File: config.mk
export PLATFORM = sky130hd
export DESIGN_NAME = mem_order_matrix
export DESIGN_NICKNAME = d
export VERILOG_FILES = /design/src/rtl/mem_order_pkg.sv /design/src/rtl/mem_order_pick.sv /design/src/rtl/mem_order_row.sv /design/src/rtl/mem_order_matrix.sv
export SDC_FILE = /design/constraint.sdc
export NUM_CORES = 1
export LEC_CHECK = 0
export CAP_MARGIN = 5
export CORE_ASPECT_RATIO = 0.75
export CORE_MARGIN = 3
export CORE_UTILIZATION = 50
export DETAILED_ROUTE_END_ITERATION = 7
export PLACE_DENSITY = 0.77
export SYNTH_ARGS = -nofsm -noshare
export SYNTH_HDL_FRONTEND = slang
export SYNTH_HIERARCHICAL = 1
export SYNTH_SLANG_ARGS = --single-unit
File: constraint.sdc
create_clock -name clk_i -period 6 [get_ports clk_i]
set_input_delay 1.8 -clock clk_i [delete_from_list [all_inputs] [get_ports clk_i]]
set_output_delay 1.8 -clock clk_i [all_outputs]
set_load 0.02 [all_outputs]
File: src/rtl/mem_order_pkg.sv
package mem_order_pkg;
  typedef enum logic {OP_LD = 1'b0, OP_ST = 1'b1} mem_op_e;
endpackage

File: src/rtl/mem_order_pick.sv
module mem_order_pick #(
  parameter int unsigned N     = 8,
  parameter int unsigned IDX_W = $clog2(N)
) (
  input  logic [N-1:0]     free_i,
  output logic             found_o,
  output logic [IDX_W-1:0] idx_o
);
  always_comb begin
    idx_o = '0;
    for (int k = N - 1; k >= 0; k--) begin
      if (free_i[k]) idx_o = IDX_W'(k);
    end
  end
  assign found_o = |free_i;
endmodule

File: src/rtl/mem_order_row.sv
module mem_order_row
  import mem_order_pkg::*;
#(
  parameter int unsigned N     = 8,
  parameter int unsigned KEY_W = 8
) (
  input  logic             clk_i,
  input  logic             rst_ni,
  input  logic             set_i,
  input  mem_op_e          op_i,
  input  logic [KEY_W-1:0] key_i,
  input  logic [N-1:0]     dep_i,   // older, pending, conflicting peers
  input  logic             kill_i,
  input  logic [N-1:0]     done_i,
  output logic             valid_o,
  output mem_op_e          op_o,
  output logic [KEY_W-1:0] key_o,
  output logic             hold_o
);
  logic [N-1:0] blk_q;

  always_ff @(posedge clk_i or negedge rst_ni) begin
    if (!rst_ni) begin
      valid_o <= 1'b0;
      op_o    <= OP_LD;
      key_o   <= '0;
      blk_q   <= '0;
    end else if (set_i) begin
      valid_o <= 1'b1;
      op_o    <= op_i;
      key_o   <= key_i;
      blk_q   <= dep_i;
    end else begin
      if (kill_i) valid_o <= 1'b0;
      blk_q <= kill_i ? '0 : (blk_q & ~done_i);
    end
  end

  // released blockers stop holding in their release cycle
  assign hold_o = valid_o & |(blk_q & ~done_i);
endmodule

File: src/rtl/mem_order_matrix.sv
module mem_order_matrix
  import mem_order_pkg::*;
#(
  parameter int unsigned NUM_ENT = 8,
  parameter int unsigned KEY_W   = 8
) (
  input  logic                       clk_i,
  input  logic                       rst_ni,
  input  logic                       alloc_i,
  input  logic                       alloc_st_i,
  input  logic [KEY_W-1:0]           alloc_key_i,
  output logic [$clog2(NUM_ENT)-1:0] alloc_idx_o,
  output logic                       full_o,
  input  logic [NUM_ENT-1:0]         done_i,
  output logic [NUM_ENT-1:0]         valid_o,
  output logic [NUM_ENT-1:0]         hold_rd_o,
  output logic [NUM_ENT-1:0]         hold_wr_o
);
  localparam int unsigned IDX_W = $clog2(NUM_ENT);

  mem_op_e            new_op;
  mem_op_e            ent_op  [NUM_ENT];
  logic [KEY_W-1:0]   ent_key [NUM_ENT];
  logic [NUM_ENT-1:0] ent_st;
  logic [NUM_ENT-1:0] ent_hold;
  logic [NUM_ENT-1:0] dep;
  logic [NUM_ENT-1:0] set_row;
  logic               found;
  logic               take;

  assign new_op = alloc_st_i ? OP_ST : OP_LD;

  mem_order_pick #(.N(NUM_ENT), .IDX_W(IDX_W)) i_pick (
    .free_i  (~valid_o),
    .found_o (found),
    .idx_o   (alloc_idx_o)
  );

  assign full_o = ~found;
  assign take   = alloc_i & found;

  for (genvar g = 0; g < NUM_ENT; g++) begin : g_ent
    assign set_row[g] = take && (alloc_idx_o == IDX_W'(g));
    assign dep[g]     = valid_o[g] & ~done_i[g] & (ent_op[g] != new_op)
                        & (ent_key[g] == alloc_key_i);
    assign ent_st[g]  = (ent_op[g] == OP_ST);

    mem_order_row #(.N(NUM_ENT), .KEY_W(KEY_W)) i_row (
      .clk_i   (clk_i),
      .rst_ni  (rst_ni),
      .set_i   (set_row[g]),
      .op_i    (new_op),
      .key_i   (alloc_key_i),
      .dep_i   (dep),
      .kill_i  (done_i[g]),
      .done_i  (done_i),
      .valid_o (valid_o[g]),
      .op_o    (ent_op[g]),
      .key_o   (ent_key[g]),
      .hold_o  (ent_hold[g])
    );
  end

  assign hold_rd_o = ent_hold & ~ent_st;
  assign hold_wr_o = ent_hold & ent_st;
endmodule

==> impl_results.md <==
* CP max stage delay at roughly 0.84 ns
* Row count at 37
* Hold_sp: g_ent[1].i_row/key_o[3]
* Setup TNS at 0 ns
* Clock root buffer: clkbuf_16
* CP Class: input pin to primary output
* Wire length per cell at 20.62 um
* R2R cell count at 7
* Hold Vio Cnt, Final at 0
* Antenna Nets Post-Route at 0
* CTS Sinks at around 140
* Largest fanout on the critical path at 10
* Syn Nets at 592
* Cell area after placement at 7719 um^2
* Hold Buf Count CTS at 0
* Number of port buffers at 47
* Total number of H-tree levels at 4
* CP max-delay cell: clkdlybuf4s50_1
* Gate Count Post-Synth at 572
* Ys Warns at 6
* Fin cells at 819
* CTS buffer count at 17
* Peak VDD IR at 0.2348 mV
* Drt pass-1 iters at 6
* Crit path launch type: input pin
* Clk buf depth at 2
* Post-layout util at roughly 60%
* Worst path cell trace: clkdlybuf4s50_1, nor2b_1, nor4_1, a21boi_1, nor2b_1, clkdlybuf4s50_1
* Cell internal pwr at 2.121 mW
* Tightest Pin Transition at 0.9770 ns
* Final Skew at 0.009190 ns
* Gr ovfl total at 0
* Avg Inst Size Synth at 12.46 um^2
* Register bit total from synthesis at 144
* Width of the die at between 100 and 150 um
* Power Dens Cells at 348.5 nW/um^2
* Total die area at 15740 um^2
* Clock network power share at 39.0%
* Die Y-Extent at 109.4 um
* Post-CTS resize count at 0
* Period utilization at 97.93%
* Post-route cell area at 8356 um^2
* I/O pin cnt at 48
* Initial DRC count at 317
* Final Slew Violations at 0
* Worst setup EP type: primary output
* NetSw at 790.7 uW
* R2R Setup Slk at 3.64 ns
* Worst r2r src: g_ent[0].i_row/valid_o
* Vias in the first global route at 5070
* Worst path required time at around 4.2 ns
* Worst Hold Path EP: g_ent[1].i_row/key_o[3]
* LEAKAGE at between 3 and 4 nW
* Layout cells sized above 1 at 22.05%
* Final nets at 651
* Final min period at 5.876 ns
* Final Hold Slack at 0.5256 ns
* Status: complete, no violations
* Remaining routing DRC violations at 0
* Final Total Pwr at 2.912 mW
* Combinational share of power at 19.4%
* Worst slew margin at 34.51%
* Vias at ~4800
* Final setup viols at 0
* Core box area at approximately 14000 um^2
* Hold Crit Depth at 1
* Worst EP arrival at 4.08 ns
* Pre-CTS WS at 0.2220 ns
* Register area share after synthesis at 50.56%
* CTS clk-pin slew, worst paths at 0.06 ns
* Initial antenna violation count at 0
* Highest clock rate at 170.2 MHz
* DP HPWL at 11040 um
* Fillers at 1059
* Yosys cell types at 31
* Drt total wl at 16890 um
* Largest net degree at the start of global routing at 94
* Placed cells at 787
* Total Routing Usage GR at a little under a quarter
* Maxcap violations at 0
* Crit path setup slack, layout at roughly 0.12 ns
* N_diodes at 0
* Initial Util at 51.49%
* Switching part of the total at 27.16%
* Worst reg2reg path endpoint: g_ent[6].i_row/key_o[1]
* Setup Fix Bufs, Post-CTS at 0
* Post-DR vias/cell at 5.869
* First-pass GRT wire length at 27380 um
* P&R area growth vs syn at 17.24%
* HP Class: register to register
* Skew-Pair Late Insertion Delay at 0.42 ns
* Sequential Power Share at 41.6%
* Synthesized area at 7127 um^2
* Routability congestion estimate at 0.7923
* Unrepaired setup endpoints after global routing: false
* CTS tree: built
==> worst max path at each step <==
stage          startpoint      endpoint  depth (start not counted)  slack, ns
6_report        done_i[0]  hold_rd_o[2]                          6       0.12
5_1_grt         done_i[0]  hold_rd_o[2]                          6       0.04
4_1_cts         done_i[0]  hold_rd_o[2]                          6       0.19
3_5_place_dp    done_i[3]  hold_rd_o[6]                          6       0.22
3_3_place_gp    done_i[5]  hold_rd_o[3]                          6       0.25
2_1_floorplan   done_i[6]  hold_rd_o[7]                          4       1.71
==> layer usage <==
layer | track usage (%) | up-vias | part of all wire, %
li1 | - | 2134 | -
met1 | 31.77 | 2494 | 46
met2 | 36.85 | 154 | 48
met3 | 4.565 | 25 | 4.6
met4 | 6.116 | 0 | 1.4
met5 | 0 | - | 0
==> layout make-up <==
type	count	area (um^2)	area share, %
clock buffer	19	452.9	5.421
clock inverter	13	183.9	2.201
inverter	18	67.56	0.8086
multi-input combinational	385	3222	38.56
sequential	144	3603	43.13
tap	175	219.0	2.621
timing repair buffer	65	606.8	7.263
==> cells in the mapped netlist (all sizes together) <==
library cell	count	share of area (%)
nor4	17	1.6
a21oi	1	0.070
a22o	64	7.9
o21bai	1	0.11
xor2	12	1.5
and2	8	0.70
nand2b	2	0.18
nand4	16	1.4
or3	8	0.70
buf	25	3.4
mux2	72	12
nor2b	73	6.4
xnor2	60	7.4
a21boi	9	0.95
nor3	10	1.3
a21o	8	0.84
o21ai	1	0.070
nand2	1	0.053
o41ai	1	0.12
nand3	2	0.14
and3b	1	0.12
nand3b	1	0.11
inv	18	0.95
dfrtp	144	51
nor2	17	1.7
==> worst max-delay path, delay by kind of cell <==
family	cells	cell delay, ns
buf+inv	2	1.38
simple gates	3	0.72
compound gates	1	0.16
==> power by group through the flow <==
stage	combinational (mW)	clock [mW]	sequential, mW
after floorplan	0.409	0	1.21
after global placement	0.541	0	1.21
after detailed placement	0.563	0	1.23
after CTS	0.570	1.15	1.21
after global routing	0.612	1.19	1.23
final	0.566	1.14	1.21
==> cell families (layout without fill, tap and decap cells) <==
group,Yosys count,after routing,share of synthesized area (%)
AO/OA/AOI/OAI,85,85,10.02
XOR/XNOR,72,72,8.848
buffers and inverters,43,115,4.372
flip-flops,144,144,50.56
multiplexers,72,72,11.80
AND/OR/NAND/NOR,156,156,14.40
==> cell usage in the layout, fill, tap and decap left out, types with 2 or more instances in the layout <==
master / count
mux2_4: 8
clkbuf_8: 2
clkbuf_16: 17
nor2b_1: 73
a22o_1: 64
a21boi_1: 8
nor4_1: 16
nor2_4: 8
inv_6: 2
and2_1: 8
or3_1: 8
a21o_1: 8
nor2_1: 9
mux2_2: 64
bufinv_16: 4
nand4_1: 16
nand2b_1: 2
inv_1: 18
xnor2_1: 60
nand3_1: 2
clkinv_2: 3
dfrtp_1: 144
buf_4: 18
clkdlybuf4s50_1: 46
clkinvlp_4: 3
xor2_1: 12
nor3_2: 10
==> sequential cells by signal (all words and copies together) (netlist names) <==
name and cells:
g_ent.i_row/blk_q 64, g_ent.i_row/key_o 64, g_ent.i_row/op_o 8, g_ent.i_row/valid_o 8
(Power assumes the default switching activity.)
